--- src/rtl/pdc_pkg.sv ---
package pdc_pkg;
  typedef enum logic [3:0] {
    ST_IDLE,
    ST_ROW,
    ST_COL,
    ST_HOLD,
    ST_PRE,
    ST_RCAS,
    ST_RRAS,
    ST_RHOLD,
    ST_RPRE
  } pdc_state_e;
endpackage

--- src/rtl/pdc_ref_timer.sv ---
module pdc_ref_timer #(
  parameter int REF_PERIOD = 15
) (
  input  logic clk,
  input  logic rst_n,
  input  logic ack,
  output logic req
);
  localparam int CW = (REF_PERIOD > 1) ? $clog2(REF_PERIOD) : 1;
  localparam logic [CW-1:0] RELOAD = CW'(REF_PERIOD - 1);

  logic [CW-1:0] cnt_q, cnt_d;
  logic          req_q, req_d;

  always_comb begin
    cnt_d = cnt_q - CW'(1);
    req_d = req_q;
    if (ack) req_d = 1'b0;
    if (cnt_q == '0) begin
      cnt_d = RELOAD;
      req_d = 1'b1;
    end
  end

  always_ff @(posedge clk or negedge rst_n) begin
    if (!rst_n) begin
      cnt_q <= RELOAD;
      req_q <= 1'b0;
    end else begin
      cnt_q <= cnt_d;
      req_q <= req_d;
    end
  end

  assign req = req_q;

  logic [2:0] age_q;
  always_ff @(posedge clk or negedge rst_n) begin
    if (!rst_n) age_q <= '0;
    else if (!req_q) age_q <= '0;
    else if (age_q != 3'd7) age_q <= age_q + 3'd1;
  end


  ref_wait_chk: assert property (@(posedge clk) disable iff (!rst_n)
    age_q <= 3'd5);
endmodule

--- src/rtl/pdc_addr_map.sv ---
module pdc_addr_map #(
  parameter int MA_W = 22
) (
  input  logic [MA_W-1:0]   ma,
  input  logic              size_4m,
  input  logic              col_ph,
  output logic [MA_W/2-2:0] addr,
  output logic              hi_bit,
  output logic              dev
);
  localparam int HALF = MA_W / 2;
  localparam int SW   = HALF - 1;

  logic [HALF-1:0] row_l, col_l;
  logic [SW-1:0]   row_s, col_s;

  always_comb begin
    row_l = ma[MA_W-1:HALF];
    col_l = ma[HALF-1:0];
    row_s = ma[2*SW-1:SW];
    col_s = ma[SW-1:0];
    dev   = ma[2*SW];
    if (size_4m) addr = col_ph ? col_l[SW-1:0] : row_l[SW-1:0];
    else         addr = col_ph ? col_s : row_s;
    hi_bit = col_ph ? col_l[HALF-1] : row_l[HALF-1];
  end
endmodule

--- src/rtl/pdc_seq.sv ---
module pdc_seq
  import pdc_pkg::*;
(
  input  logic clk,
  input  logic rst_n,
  input  logic ref_req,
  input  logic acc_req,
  input  logic store,
  output logic ref_ack,
  output logic acc_go,
  output logic acc_end,
  output logic ras_acc,
  output logic ras_ref,
  output logic cas_on,
  output logic col_ph,
  output logic we_on
);
  pdc_state_e state_q, state_d;
  logic ras_acc_q, ras_ref_q, cas_on_q, col_ph_q, we_on_q;

  always_comb begin
    state_d = state_q;
    unique case (state_q)
      ST_IDLE:  if (ref_req) state_d = ST_RCAS;
                else if (acc_req) state_d = ST_ROW;
      ST_ROW:   state_d = ST_COL;
      ST_COL:   state_d = ST_HOLD;
      ST_HOLD:  state_d = ST_PRE;
      ST_PRE:   state_d = ST_IDLE;
      ST_RCAS:  state_d = ST_RRAS;
      ST_RRAS:  state_d = ST_RHOLD;
      ST_RHOLD: state_d = ST_RPRE;
      ST_RPRE:  state_d = ST_IDLE;
      default:  state_d = ST_IDLE;
    endcase
  end

  assign ref_ack = (state_q == ST_IDLE) && ref_req;
  assign acc_go  = (state_q == ST_IDLE) && !ref_req && acc_req;
  assign acc_end = (state_q == ST_HOLD);

  always_ff @(posedge clk or negedge rst_n) begin
    if (!rst_n) begin
      state_q   <= ST_IDLE;
      ras_acc_q <= 1'b0;
      ras_ref_q <= 1'b0;
      cas_on_q  <= 1'b0;
      col_ph_q  <= 1'b0;
      we_on_q   <= 1'b0;
    end else begin
      state_q   <= state_d;
      ras_acc_q <= state_d inside {ST_ROW, ST_COL, ST_HOLD};
      ras_ref_q <= state_d inside {ST_RRAS, ST_RHOLD};
      cas_on_q  <= state_d inside {ST_COL, ST_HOLD, ST_RCAS, ST_RRAS, ST_RHOLD};
      col_ph_q  <= state_d inside {ST_COL, ST_HOLD};
      we_on_q   <= store && (state_d inside {ST_ROW, ST_COL, ST_HOLD});
    end
  end

  assign ras_acc = ras_acc_q;
  assign ras_ref = ras_ref_q;
  assign cas_on  = cas_on_q;
  assign col_ph  = col_ph_q;
  assign we_on   = we_on_q;


  cbr_order_chk: assert property (@(posedge clk) disable iff (!rst_n)
    $rose(ras_ref_q) |-> $past(cas_on_q));


  we_store_only_chk: assert property (@(posedge clk) disable iff (!rst_n)
    we_on_q |-> store);


  ref_first_chk: assert property (@(posedge clk) disable iff (!rst_n)
    (state_q == ST_IDLE && ref_req && acc_req) |=> (cas_on_q && !ras_acc_q));
endmodule

--- src/rtl/page_dram_ctrl.sv ---
module page_dram_ctrl #(
  parameter int PAGE_W     = 12,
  parameter int OFF_W      = 10,
  parameter int REF_PERIOD = 15
) (
  input  logic                        clk,
  input  logic                        rst_n,
  input  logic                        size_4m,
  input  logic                        start,
  input  logic [PAGE_W-1:0]           page_num,
  input  logic                        store_mode,
  input  logic                        idle_fill,
  input  logic                        bit_stb,
  input  logic                        wr_bit,
  output logic                        rd_bit,
  output logic                        rd_valid,
  output logic                        busy,
  output logic                        done,
  output logic [(PAGE_W+OFF_W)/2-2:0] dram_addr,
  output logic                        a10_or_ras2_n,
  output logic                        ras_n,
  output logic                        cas_n,
  output logic                        we_n,
  output logic                        dq_out,
  output logic                        dq_oe,
  input  logic                        dq_in
);
  localparam int MA_W = PAGE_W + OFF_W;
  localparam logic [OFF_W-1:0] OFF_LAST = '1;

  logic [1:0] rs_q;
  logic       rst_s;
  always_ff @(posedge clk or negedge rst_n) begin
    if (!rst_n) rs_q <= 2'b00;
    else        rs_q <= {rs_q[0], 1'b1};
  end
  assign rst_s = rs_q[1];

  logic ref_req, ref_ack, acc_go, acc_end;
  logic ras_acc, ras_ref, cas_on, col_ph, we_on;

  logic              busy_q, busy_d, store_q, store_d, fill_q, fill_d;
  logic [PAGE_W-1:0] page_q, page_d;
  logic [OFF_W-1:0]  off_q, off_d;
  logic              pend_q, pend_d, data_q, data_d, wbit_q, wbit_d;
  logic              rdb_q, rdb_d, rdv_q, rdv_d, done_q, done_d;

  pdc_ref_timer #(.REF_PERIOD(REF_PERIOD)) u_ref (
    .clk(clk), .rst_n(rst_s), .ack(ref_ack), .req(ref_req));

  pdc_seq u_seq (
    .clk(clk), .rst_n(rst_s), .ref_req(ref_req), .acc_req(pend_q),
    .store(store_q), .ref_ack(ref_ack), .acc_go(acc_go), .acc_end(acc_end),
    .ras_acc(ras_acc), .ras_ref(ras_ref), .cas_on(cas_on), .col_ph(col_ph),
    .we_on(we_on));

  logic [MA_W/2-2:0] map_addr;
  logic              map_hi, map_dev;

  pdc_addr_map #(.MA_W(MA_W)) u_map (
    .ma({page_q, off_q}), .size_4m(size_4m), .col_ph(col_ph),
    .addr(map_addr), .hi_bit(map_hi), .dev(map_dev));

  always_comb begin
    busy_d  = busy_q;
    store_d = store_q;
    fill_d  = fill_q;
    page_d  = page_q;
    off_d   = off_q;
    pend_d  = pend_q;
    data_d  = data_q;
    wbit_d  = wbit_q;
    rdb_d   = rdb_q;
    rdv_d   = 1'b0;
    done_d  = 1'b0;
    if (start && !busy_q) begin
      busy_d  = 1'b1;
      store_d = store_mode;
      fill_d  = idle_fill;
      page_d  = page_num;
      off_d   = '0;
      pend_d  = 1'b0;
    end
    if (acc_go) begin
      pend_d = 1'b0;
      wbit_d = fill_q ? ~off_q[0] : data_q;
    end
    if (bit_stb && busy_q) begin
      pend_d = 1'b1;
      data_d = wr_bit;
    end
    if (acc_end) begin
      off_d = off_q + OFF_W'(1);
      if (!store_q) begin
        rdb_d = dq_in;
        rdv_d = 1'b1;
      end
      if (off_q == OFF_LAST) begin
        busy_d = 1'b0;
        done_d = 1'b1;
      end
    end
  end

  always_ff @(posedge clk or negedge rst_s) begin
    if (!rst_s) begin
      busy_q  <= 1'b0;
      store_q <= 1'b0;
      fill_q  <= 1'b0;
      page_q  <= '0;
      off_q   <= '0;
      pend_q  <= 1'b0;
      data_q  <= 1'b0;
      wbit_q  <= 1'b0;
      rdb_q   <= 1'b0;
      rdv_q   <= 1'b0;
      done_q  <= 1'b0;
    end else begin
      busy_q  <= busy_d;
      store_q <= store_d;
      fill_q  <= fill_d;
      page_q  <= page_d;
      off_q   <= off_d;
      pend_q  <= pend_d;
      data_q  <= data_d;
      wbit_q  <= wbit_d;
      rdb_q   <= rdb_d;
      rdv_q   <= rdv_d;
      done_q  <= done_d;
    end
  end

  logic strobe1, strobe2;
  assign strobe1 = ras_ref || (ras_acc && (size_4m || !map_dev));
  assign strobe2 = ras_ref || (ras_acc && map_dev);

  assign dram_addr     = map_addr;
  assign a10_or_ras2_n = size_4m ? map_hi : ~strobe2;
  assign ras_n         = ~strobe1;
  assign cas_n         = ~cas_on;
  assign we_n          = ~we_on;
  assign dq_oe         = we_on;
  assign dq_out        = wbit_q;
  assign rd_bit        = rdb_q;
  assign rd_valid      = rdv_q;
  assign busy          = busy_q;
  assign done          = done_q;


  done_pulse_chk: assert property (@(posedge clk) disable iff (!rst_s)
    done |=> !done);


  done_idle_chk: assert property (@(posedge clk) disable iff (!rst_s)
    done |-> !busy);


  dual_ras_chk: assert property (@(posedge clk) disable iff (!rst_s)
    (!size_4m && !ras_n && !a10_or_ras2_n) |-> !cas_n);


  page_hold_chk: assert property (@(posedge clk) disable iff (!rst_s)
    (busy && $past(busy)) |-> $stable(page_q));
endmodule

--- config.mk ---
export PLATFORM = sky130hd
export DESIGN_NAME = page_dram_ctrl
export DESIGN_NICKNAME = d
export VERILOG_FILES = /design/src/rtl/pdc_pkg.sv /design/src/rtl/pdc_ref_timer.sv /design/src/rtl/pdc_addr_map.sv /design/src/rtl/pdc_seq.sv /design/src/rtl/page_dram_ctrl.sv
export SDC_FILE = /design/constraint.sdc
export NUM_CORES = 1
export LEC_CHECK = 0
export CORE_ASPECT_RATIO = 1.1
export CORE_MARGIN = 4
export CORE_UTILIZATION = 46
export CTS_CLUSTER_DIAMETER = 40
export CTS_CLUSTER_SIZE = 20
export DETAILED_ROUTE_END_ITERATION = 8
export DONT_BUFFER_PORTS = 1
export PLACE_DENSITY = 0.67
export SYNTH_ARGS = -nofsm -noshare
export SYNTH_HDL_FRONTEND = slang
export SYNTH_SLANG_ARGS = --single-unit
--- constraint.sdc ---
create_clock -name clk -period 2.1 [get_ports clk]
set_clock_uncertainty 0.15 [all_clocks]
set_input_delay 0.105 -clock clk [delete_from_list [all_inputs] [get_ports clk]]
set_output_delay 0.105 -clock clk [all_outputs]
set_load 0.01 [all_outputs]
==> results of run 1 <==
==> power by group <==
| part | total [uW] | internal [uW] | leakage, uW | switching [uW] |
|---|---|---|---|---|
| logic | 703 | 335 | 0.000528 | 369 |
| clock network | 550 | 266 | 0.0000482 | 284 |
| registers | 1390 | 1100 | 0.000579 | 291 |
| total | 2640 | 1700 | 0.00116 | 944 |
==> through the flow <==
stage	power, uW	hold slack [ns]	std cells	utilization
after floorplan	2010	-0.341	234	-
after global placement	2060	-0.341	279	0.489
after detailed placement	2080	-0.341	279	0.489
after CTS	2670	0.0624	308	0.552
after global routing	2840	0.0921	308	0.552
final	2640	0.0726	308	0.552
==> worst max-delay path, cell delays in order, from the launching register on <==
cell       delay (ns)
dfrtp_1          0.51
nand4bb_4        0.45
nor4_1           0.40
mux2i_1          0.22
==> per-layer routing <==
layer  GRT usage  vias up  part of all wire
met3      0.0375        5             0.055
met5           0        -                 0
li1            -      824                 -
met4      0.0490        0             0.011
met1       0.208      818              0.44
met2       0.277       37              0.50
==> sequential cells by signal, summed over array words and instances (netlist names) <==
register	count
busy	1
u_seq.cas_on	1
dq_out	1
fill_q	1
rd_valid	1
rs_q	2
u_ref.cnt_q	4
u_seq.ras_ref	1
u_seq.we_on	1
rd_bit	1
pend_q	1
u_seq.ras_acc	1
data_q	1
store_q	1
done	1
page_q	12
u_seq.state_q	4
off_q	10
u_seq.col_ph	1
u_ref.req	1
==> layout by cell type, fill, tap and decap left out, types with 2 or more instances in the layout <==
cell type / synthesis / routed
nand3_1: 6 / 6
a211oi_1: 3 / 3
buf_4: 0 / 3
clkbuf_8: 0 / 6
dfrtp_1: 44 / 43
nand4_1: 2 / 2
xnor2_1: 2 / 2
mux2i_1: 19 / 19
dfstp_2: 3 / 3
inv_1: 9 / 9
nor2b_1: 3 / 3
ha_1: 3 / 3
nor3_1: 5 / 5
dlygate4sd3_1: 0 / 21
a21oi_1: 6 / 6
nand2_1: 58 / 58
nor4_1: 2 / 2
mux2_2: 3 / 3
o21ai_0: 17 / 17
nor2_1: 8 / 8
or3_1: 2 / 2
nor3b_1: 2 / 2
nand2b_1: 4 / 4
o31ai_1: 2 / 2
==> path summary, 6_finish.rpt <==
path | slack, ns | end | from | cells past startpoint
max reg2reg | 0.30 | off_q[9]$_DFFE_PN0P_ | u_seq.state_q[2]$_DFF_PN0_ | 3
max in group asynchronous | 1.20 | rs_q[1]$_DFF_PN0_ | rst_n | 2
min reg2reg | 0.19 | rd_bit$_DFFE_PN0P_ | rs_q[1]$_DFF_PN0_ | 1
min in group asynchronous | 0.19 | rd_bit$_DFFE_PN0P_ | rs_q[1]$_DFF_PN0_ | 1
max | 0.30 | off_q[9]$_DFFE_PN0P_ | u_seq.state_q[2]$_DFF_PN0_ | 3
min | 0.07 | page_q[2]$_DFFE_PN0P_ | start | 4
==> cell type report <==
| type | instances | area (sq um) |
|---|---|---|
| Fill cell | 420 | 2130 |
| Sequential cell | 47 | 1180 |
| Multi-Input combinational cell | 164 | 1010 |
| Timing Repair Buffer | 24 | 233 |
| Clock buffer | 7 | 86.3 |
| Tap cell | 56 | 70.1 |
| Inverter | 9 | 33.8 |
| Clock inverter | 1 | 5.00 |
==> logic make-up after synthesis <==
| family | share of synthesized area |
|---|---|
| and+or+nand+nor | 0.220 |
| DFF | 0.508 |
| AOI/OAI and AO/OA | 0.0948 |
| buffers and inverters | 0.0550 |
| muxes | 0.0964 |
| adders and majority gates | 0.0162 |
| xor gates and xnor gates | 0.00754 |
| other | 0.00161 |
==> results.md, run 1 <==
- The flow ran to the end, and the final reports show no timing, DRC or antenna violations.
- Clock-pin slew was measured on the worst setup and hold paths at 0.09 ns.
- The net count after synthesis is around 260.
- The total vias in the final route is between 1500 and 2000.
- The critical path required time is approximately 2.2 ns.
- Among all flip-flop cells after synthesis, the most frequent one is dfrtp_1.
- After detailed routing, the average wire length per cell comes to 15.1 um.
- The path type of the worst min-delay path is primary input to flop.
- The residual antenna-violating net count after detailed routing is 0.
- Across all setup checks in the final design, the least slack found is 0.299 ns.
- The final weighted congestion in routability-driven placement is ~0.77.
- Buffers added to address setup during post-CTS repair amount to 0.
- Summed over all cells, the static leakage comes to between 0.001 and 0.0015 uW.
- The number of DRC violations after detailed-routing iteration 0 is 92.
- The cell taking the most area after synthesis is dfrtp_1.
- The effective utilization at floorplan is 0.489.
- The aggregate negative setup slack is 0 ns.
- The count of max-cap constraint violations is 0.
- The longest clock path from root to sink contains 2 buffers.
- The total routing usage reported by global routing is 0.164.
- The length of the first detailed-routing pass in iterations is 5.
- Setup repair after global routing left no endpoint under its margin.
- Headroom to the max-slew limit came out at 0.618.
- Clock tree synthesis found a total of 47 sinks.
- The CTS tree is yes.
- Synthesis produced between 200 and 250 cells.
- Averaged over all synthesized cells, the footprint is 9.92 sq um.
- Based on the critical path, the design can be clocked at up to 555 MHz.
- approximately 40 I/O pins were placed.
- VDD sags by at most ~0.60 mV.
- Setup violations remaining at the end of the flow were counted as 0.
- The root buffer cell is clkbuf_8.
- After synthesis the netlist holds a flip-flop and latch count of 47.
- The number of nets in the layout is roughly 280.
- The maximum level of the CTS H-tree is 2.
- Entering global routing, the biggest net connects 46 pins.
- The via count of the first global-routing pass is between 1500 and 2000.
- The final-report max-slew violation count is 0.
- The residual overflow from global routing is 0.
- The DRC violations left is 0.
- The worst setup path is captured at a flop.
- The cell area power density is approximately 1000 mW/mm^2.
- The post-place setup slack is 0.303 ns.
- For this run, asynchronously set or reset flops after synthesis account for 1.00.
- Of the post-synthesis cell area, the dominant cell type holds 0.474.
- Summing every instance area after synthesis gives ~0.0023 sq mm.
- The sort of element at the start of the critical path is a flop.
- Summing all non-filler instances in the final layout gives an area of about 0.0026 sq mm.
- The slew at the pin with the worst max-slew slack is approximately 0.57 ns.
- The fraction of the cycle the final worst path needs is 0.857.
- The kind of critical path is flop to flop.
- The shortest clock period the worst path allows after layout is ~1.8 ns.
- The row count is 26.
- The Yosys warning count is 0.
- Relative to the synthesized area, the layout overhead comes to 13.0%.
- The area of the core is approximately 0.0047 sq mm.
- The count of cell types in the netlist is 42.
- In this run, post-CTS hold repair placed 21 buffers.
- The largest fanout on the critical path is 15.
- At the later pin of the worst-skew pair, clock insertion delay measures between 0.2 and 0.3 ns.
- The most instantiated library cell after synthesis is nand2_1.
- The number of buffers added by the clock tree synthesis step is 5.
- The detailed placement HPWL is roughly 3200 um.
- In this run the cell area measured after placement is roughly 0.0023 sq mm.
- For this run, the register share of the synthesized area comes to 0.508.
- The wire length of the first global-routing pass is 7870 um.
- The floorplan step defined a die boundary enclosing 0.00625 sq mm.
- The number of antenna violations at the first check in global routing is 0.
- The die is about 83 um tall.
- The count of instances resized after the clock tree is built is 0.
- By area the synthesized netlist is led by dfrtp_1, nand2_1, mux2i_1.
- Dividing the detail-routed via count by the number of cells gives between 5 and 6.
- The number of endpoints with negative hold slack in the final report was 0.
- The number of enable-type register cells in the synthesized netlist is 0.
- The final antenna diode count is 0.
- The die boundary width is roughly 76 um.
- After synthesis, the most frequently instantiated cells are nand2_1, dfrtp_1, mux2i_1.
- The count of buffers from port buffering is 0.
- Data arrives at the worst endpoint at ~1.9 ns.
- Wires add up to about 4700 um.
- In the final layout, the share of cells above drive strength 1 is 0.111.
Power figures use the tool's default switching activity.
==> run 2, diff against run 1 <==
clock period = 1.8 ns   (was 2.1 ns; I/O delays follow)
==> run 2 against run 1 <==
Sequential share of layout area down 0.75 points. Global-route usage up 0.24 points. Register-to-register slack worse by 0.21 ns. Non-clock buffer count up 5. Maximum frequency up 5.1%. Flip-flop and latch count unchanged.
==> results.md, run 2 (synthesis gave the netlist of run 1 again) <==
- The tool flagged a number of max-cap violations equal to 0.
- After detailed routing, the total wire length is about 4700 um.
- The detail route stage leaves a number of antenna-violating nets equal to 0.
- The length of the first detailed-routing pass in iterations is 4.
- Total power for the finished layout comes to 3120 uW.
- The met2 wire length is roughly 2300 um.
- The number of endpoints with negative hold slack in the final report is 0.
- The cell area power density is 1170 mW/mm^2.
- By startpoint and endpoint, the worst setup path is classified as flop to flop.
- The net count of the finished layout is 280.
- The sort of element at the start of the critical path is a flop.
- The post-CTS setup buffer count is 0.
- CTS saw 47 sinks.
- Leaving out fill and tap cells, the most frequent cell in the layout is nand2_1.
- The max-slew headroom at the worst pin is 0.664.
- In this run the tool buffered the top-level ports with 0 buffer cells.
- The reg-to-reg critical path startpoint is busy$_DFF_PN0_.
- The root buffer cell is clkbuf_8.
- The run finished with clean final reports.
- The CTS tree is yes.
- Once placement completed, the tool counted placed cells totaling between 200 and 300.
- Counting the buffers created by CTS gives 5.
- The slew at the pin with the worst max-slew slack is 0.504 ns.
- The maximum clock insertion buffer count is 2.
- The register with the most flip-flops in the layout has 12 of them.
- Routability-driven placement finished with a final weighted congestion of 0.754.
- At the later pin of the worst-skew pair, clock insertion delay measures 0.30 ns.
- After the first detailed-routing iteration, the DRC count stood at 80.
- The fraction of the cycle the final worst path needs is 0.951.
- Of the cells placed in the final design, the portion with a size suffix greater than 1 is 0.136.
- The worst setup path startpoint is busy$_DFF_PN0_.
- The residual overflow from global routing is 0.
- The maximum level of the CTS H-tree is 2.
- The timing-limited maximum frequency is between 500 and 600 MHz.
- The critical path endpoint category is a flop.
- The number of antenna violations at the first check in global routing is 0.
- The aggregate negative setup slack is 0 ns.
- The largest net degree at the start of global routing is 46.
- The highest routed metal layer is met4.
- The path type of the worst min-delay path is primary input to flop.
- Before CTS, the worst setup slack after placement is 0.216 ns.
- For the worst setup path, the data required time is around 1.8 ns.
- In the routed design, unresolved DRC markers number 0.
- The first global-routing pass estimated approximately 7700 um of wire.
- The effective utilization at floorplan is 0.489.
- In the final layout, the registers with the most flip-flops are page_q x12, off_q x10.
- For this design the top-level I/O count stands at 41.
- The die footprint is between 0.006 and 0.007 sq mm.
- Summed over all nets, the half-perimeter wirelength after detailed placement is approximately 3300 um.
- The shortest clock period the worst path allows after layout is 1.71 ns.
- Across every metal layer, demand over resource in global routing totals 0.166.
- In the post-route analysis, the smallest setup slack over all paths is 0.0875 ns.
- The CTS clock-pin slew for the worst setup and hold paths is around 0.09 ns.
- The final non-filler cell total is 313.
- For the worst setup path, the data arrival time is ~1.7 ns.
- The post-detailed-route via-to-cell ratio is ~5.3.
- The repair_antennas step left the layout with diodes totalling 0.
- The top cell types in the final layout, fill and taps aside, are nand2_1, dfrtp_1, dlygate4sd3_1.
- The die boundary width is between 70 and 80 um.
- The met1 wire length is about 2100 um.
- From synthesis to final layout, the design area changed by 15.0%.
- The worst vdd rail ir drop is roughly 0.62 mV.
- The row count is 26.
- page_q holds more flip-flops than any other register.
- The via count of the first global-routing pass came to between 1500 and 2000.
- The number of endpoints failing setup at the final stage is 0.
- The area of the core is 0.00475 sq mm.
- The total vias in the final route is between 1500 and 2000.
- In this run the worst path has a maximum fanout of 5.
- The analysis attributes to cell leakage a power of around 0.0012 uW.
- Dividing the detail-routed wire length by the instance count gives ~15 um.
- The critical hold path startpoint is start.
- The floorplan step set the die height to between 80 and 90 um.
- The total met3 wirelength after detailed routing is between 150 and 200 um.
- The final-report max-slew violation count is 0.
- Setup repair after global routing left no endpoint under its margin.
[run 2: cell types whose count changed in the layout (fill, tap and decap cells not counted)]
cell        before  now
clkinvlp_4       0    1
nand2_1         58   57
clkbuf_8         6    5
nand2_2          0    1
dfrtp_1         43   42
dfrtp_2          1    2
buf_4            3    7
buf_12           0    1
[run 2: worst max-delay path, stage by stage (launching register included)]
cell and delay (ns):
dfrtp_2 0.46, nand2_2 0.10, mux2_2 0.33, dlygate4sd3_1 0.56
[run 2: per-layer routing]
layer	GRT usage	vias to the layer above
li1	-	833
met1	0.200	788
met2	0.282	25
met3	0.0412	5
met4	0.0682	0
met5	0	-
[run 2: power by group]
part           switching, uW  internal, uW  total, uW  leakage (uW)
sequential               253          1280       1530      0.000579
combinational            519           446        966      0.000558
clock                    349           272        620     0.0000412
[run 2: layout make-up]
cell class / instances / area (sq um)
multi-input cells: 164 / 1020
fillers: 429 / 2080
well taps: 56 / 70.1
clock buffers: 6 / 72.6
repair buffers: 29 / 283
clock inverters: 2 / 12.5
inverters: 9 / 33.8
flip-flops and latches: 47 / 1180
[run 2: final timing paths]
| kind | end | slack, ns | cells after the start |
|---|---|---|---|
| worst max-delay path | data_q$_DFFE_PN0P_ | 0.09 | 3 |
| worst min-delay path | page_q[8]$_DFFE_PN0P_ | 0.06 | 4 |
| worst max register to register | data_q$_DFFE_PN0P_ | 0.09 | 3 |
| worst min register to register | done$_DFF_PN0_ | 0.09 | 1 |
| max in group asynchronous | rs_q[1]$_DFF_PN0_ | 0.95 | 2 |
| min in group asynchronous | done$_DFF_PN0_ | 0.09 | 1 |
[run 2: through the flow]
stage | hold slack (ns) | instance area, sq um | utilization
final | 0.0566 | 2670 | 0.562
after global routing | 0.0847 | 2670 | 0.562
after CTS | 0.0504 | 2670 | 0.562
after detailed placement | -0.356 | 2370 | 0.499
after global placement | -0.356 | 2370 | 0.499
after floorplan | -0.356 | 2320 | -
[run 2: timing repair]
| item | CTS | global route |
|---|---|---|
| gates resized for setup | 0 | 2 |
| endpoints found under the hold margin | 20 | 0 |
| hold buffers | 21 | 0 |
| endpoints found under the setup margin | 0 | 1 |
==> run 3, diff against run 2 <==
CORE_UTILIZATION = 50   (was 46)
PLACE_DENSITY = 0.71   (was 0.67)
==> run 3 against run 2 <==
Clock-buffer cell count rose by 2. Hold slack improved by 0.023 ns. Die area fell by 7.2%. Power rose by 2.4%. Wire length rose by 2.2%. Critical path depth did not move. Final cell count fell by 0.32%. Design area rose by 0.23%. Sequential power rose by 3%.
==> results.md, run 3 (synthesis gave the netlist of run 1 again) <==
- The smallest clock period supported by the final layout is computed as ~1.7 ns.
- The first global-routing pass estimated approximately 8000 um of wire.
- The floorplan step defined a core boundary enclosing about 0.0044 sq mm.
- The count of nets left with antenna violations once routing finished came out at 0.
- The number of antenna violations at the first check in global routing is 0.
- Across all layers, the routed design uses around 1700 vias.
- Setup repair after global routing left no endpoint under its margin.
- After detailed routing, the number of remaining DRC violations is 0.
- The number of endpoints failing setup at the final stage is 0.
- The final weighted congestion in routability-driven placement is ~0.76.
- The number of cells on the worst reg-to-reg path is 3.
- The kind of critical path is flop to flop.
- The chip height is 79.5 um.
- The total routing usage reported by global routing is 0.180.
- 41 I/O pins were placed.
- The post-synthesis to final-layout area growth is 15.3%.
- The number of flip-flops under the largest register name is 12.
- For the worst setup path, the data required time is 1.83 ns.
- The initialized floorplan defines 25 standard-cell rows.
- The first TritonRoute pass finished after 4 iterations.
- The worst vdd rail ir drop is roughly 0.58 mV.
- The timing endpoint of the critical path is data_q$_DFFE_PN0P_.
- The effective utilization at floorplan is 0.530.
- Summed over all cells, the static leakage comes to approximately 0.0012 uW.
- TritonCTS built the clock tree.
- The cell area power density is roughly 1200 mW/mm^2.
- The critical path endpoint category is a flop.
- Summing all flip-flop and latch instances after layout gives 0.00118 sq mm.
- The count of buffers from port buffering is 0.
- The via count of the first global-routing pass is around 1700.
- The total overflow left after global routing is 0.
- The library cell used most frequently in the layout, excluding fill and tap cells, is nand2_1.
- The number of endpoints with negative hold slack in the final report is 0.
- The largest registers in the layout are page_q x12, off_q x10.
- The path type of the worst min-delay path is flop to async pin.
- Of the available clock period, the critical path in the final layout requires 0.969.
- The largest net degree at the start of global routing is 23.
- The post-detailed-route via-to-cell ratio is 5.39.
- The flow ran to the end, and the final reports show no timing, DRC or antenna violations.
- The routed length per instance is about 16 um.
- 0 antenna diodes ended up in the layout.
- The number of DRC violations after detailed-routing iteration 0 is 63.
- The die footprint is about 0.0058 sq mm.
- The register with the most flip-flops is page_q.
- Static timing analysis puts the maximum clock frequency at between 500 and 600 MHz.
- In this run the deepest clock path goes through 2 buffers.
- After clock tree synthesis, the setup repair step added 0 buffers.
- The die boundary width is between 70 and 80 um.
- In this run the register-to-register setup slack is 0.06 ns.
- The worst setup path is launched from a flop.
- The number of nets in the layout is approximately 280.
- Clock-pin slew was measured on the worst setup and hold paths at about 0.09 ns.
- The final-report max-slew violation count is 0.
- Of all nets on the critical path, the largest fanout is 5.
- The root buffer cell is clkbuf_8.
- The number of inserted filler cells in the final layout is 377.
- The data arrival time of the critical path is 1.78 ns.
- The maximum level of the CTS H-tree is 2.
- The worst setup path startpoint is busy$_DFF_PN0_.
- The detailed placement HPWL is 3480 um.
- The worst register-to-register path ends at data_q$_DFFE_PN0P_.
- In the final layout, the share of cells above drive strength 1 is 0.140.
- The total wirelength of the detailed-routed design is 4840 um.
- The clock reaches the later pin of the worst-skew pair after 0.30 ns.
- The reg-to-reg critical path startpoint is busy$_DFF_PN0_.
- The tool flagged a number of max-cap violations equal to 0.
- Summing all multi-input logic gate instances after layout gives 0.00101 sq mm.
- For the final routed database, the setup TNS stands at 0 ns.
- The design draws ~3200 uW.
- The number of sinks driven by the clock tree is 47.
- Leaving out fill and tap cells, the most frequent cells in the layout are nand2_1, dfrtp_1, dlygate4sd3_1.
- TritonCTS created 5 clock buffers.
==> run 3: how the worst min path moves through the flow <==
stage | startpoint | end | cells past startpoint
after global routing | rs_q[1]$_DFF_PN0_ | done$_DFF_PN0_ | 0
after global placement | rst_n | rs_q[0]$_DFF_PN0_ | 0
after detailed placement | rst_n | rs_q[0]$_DFF_PN0_ | 0
after CTS | start | store_q$_DFFE_PN0P_ | 4
after floorplan | rst_n | rs_q[0]$_DFF_PN0_ | 0
final | rs_q[1]$_DFF_PN0_ | done$_DFF_PN0_ | 0
==> run 3: area by class of cell <==
| cell class | instances | area share |
|---|---|---|
| clock buffer | 8 | 0.0374 |
| tap | 54 | 0.0252 |
| inverter | 9 | 0.0126 |
| timing repair buffer | 30 | 0.104 |
| sequential | 47 | 0.442 |
| multi-input combinational | 164 | 0.379 |
==> run 3: critical path, stage by stage (launching register included) <==
cell and delay [ns]:
dfrtp_2 0.46, nand2_1 0.13, mux2_2 0.34, dlygate4sd3_1 0.55
==> run 3: per-stage QoR <==
step / util / cells / instance area, sq um / hold WS, ns / worst slack, ns
detailed placement: 0.540 / 283 / 2360 / -0.356 / 0.129
global route: 0.611 / 312 / 2680 / 0.131 / 0.00259
CTS: 0.611 / 312 / 2680 / 0.101 / 0.0337
global placement: 0.540 / 283 / 2360 / -0.356 / 0.168
finish: 0.611 / 312 / 2680 / 0.0800 / 0.0559
floorplan: - / 234 / 2320 / -0.356 / 0.250
==> run 3: report_power, final <==
part | internal (uW) | leakage [uW] | total, uW | switching (uW)
sequential | 1280 | 0.000578 | 1580 | 300
combinational | 431 | 0.000558 | 923 | 492
clock | 351 | 0.0000515 | 689 | 339
==> run 3: repair_timing <==
item	CTS	global route
resized for setup	0	2
hold buffers	21	0
hold endpoints to repair	20	0
endpoints found under the setup margin	0	2
==> run 3: per-layer routing <==
metal,share of wire,vias up,routed length (um),track usage
met4,0.018,0,85,0.0664
met3,0.037,7,181,0.0390
met1,0.42,808,2050,0.221
li1,-,838,-,-
met2,0.52,29,2520,0.308
met5,0,-,0,0
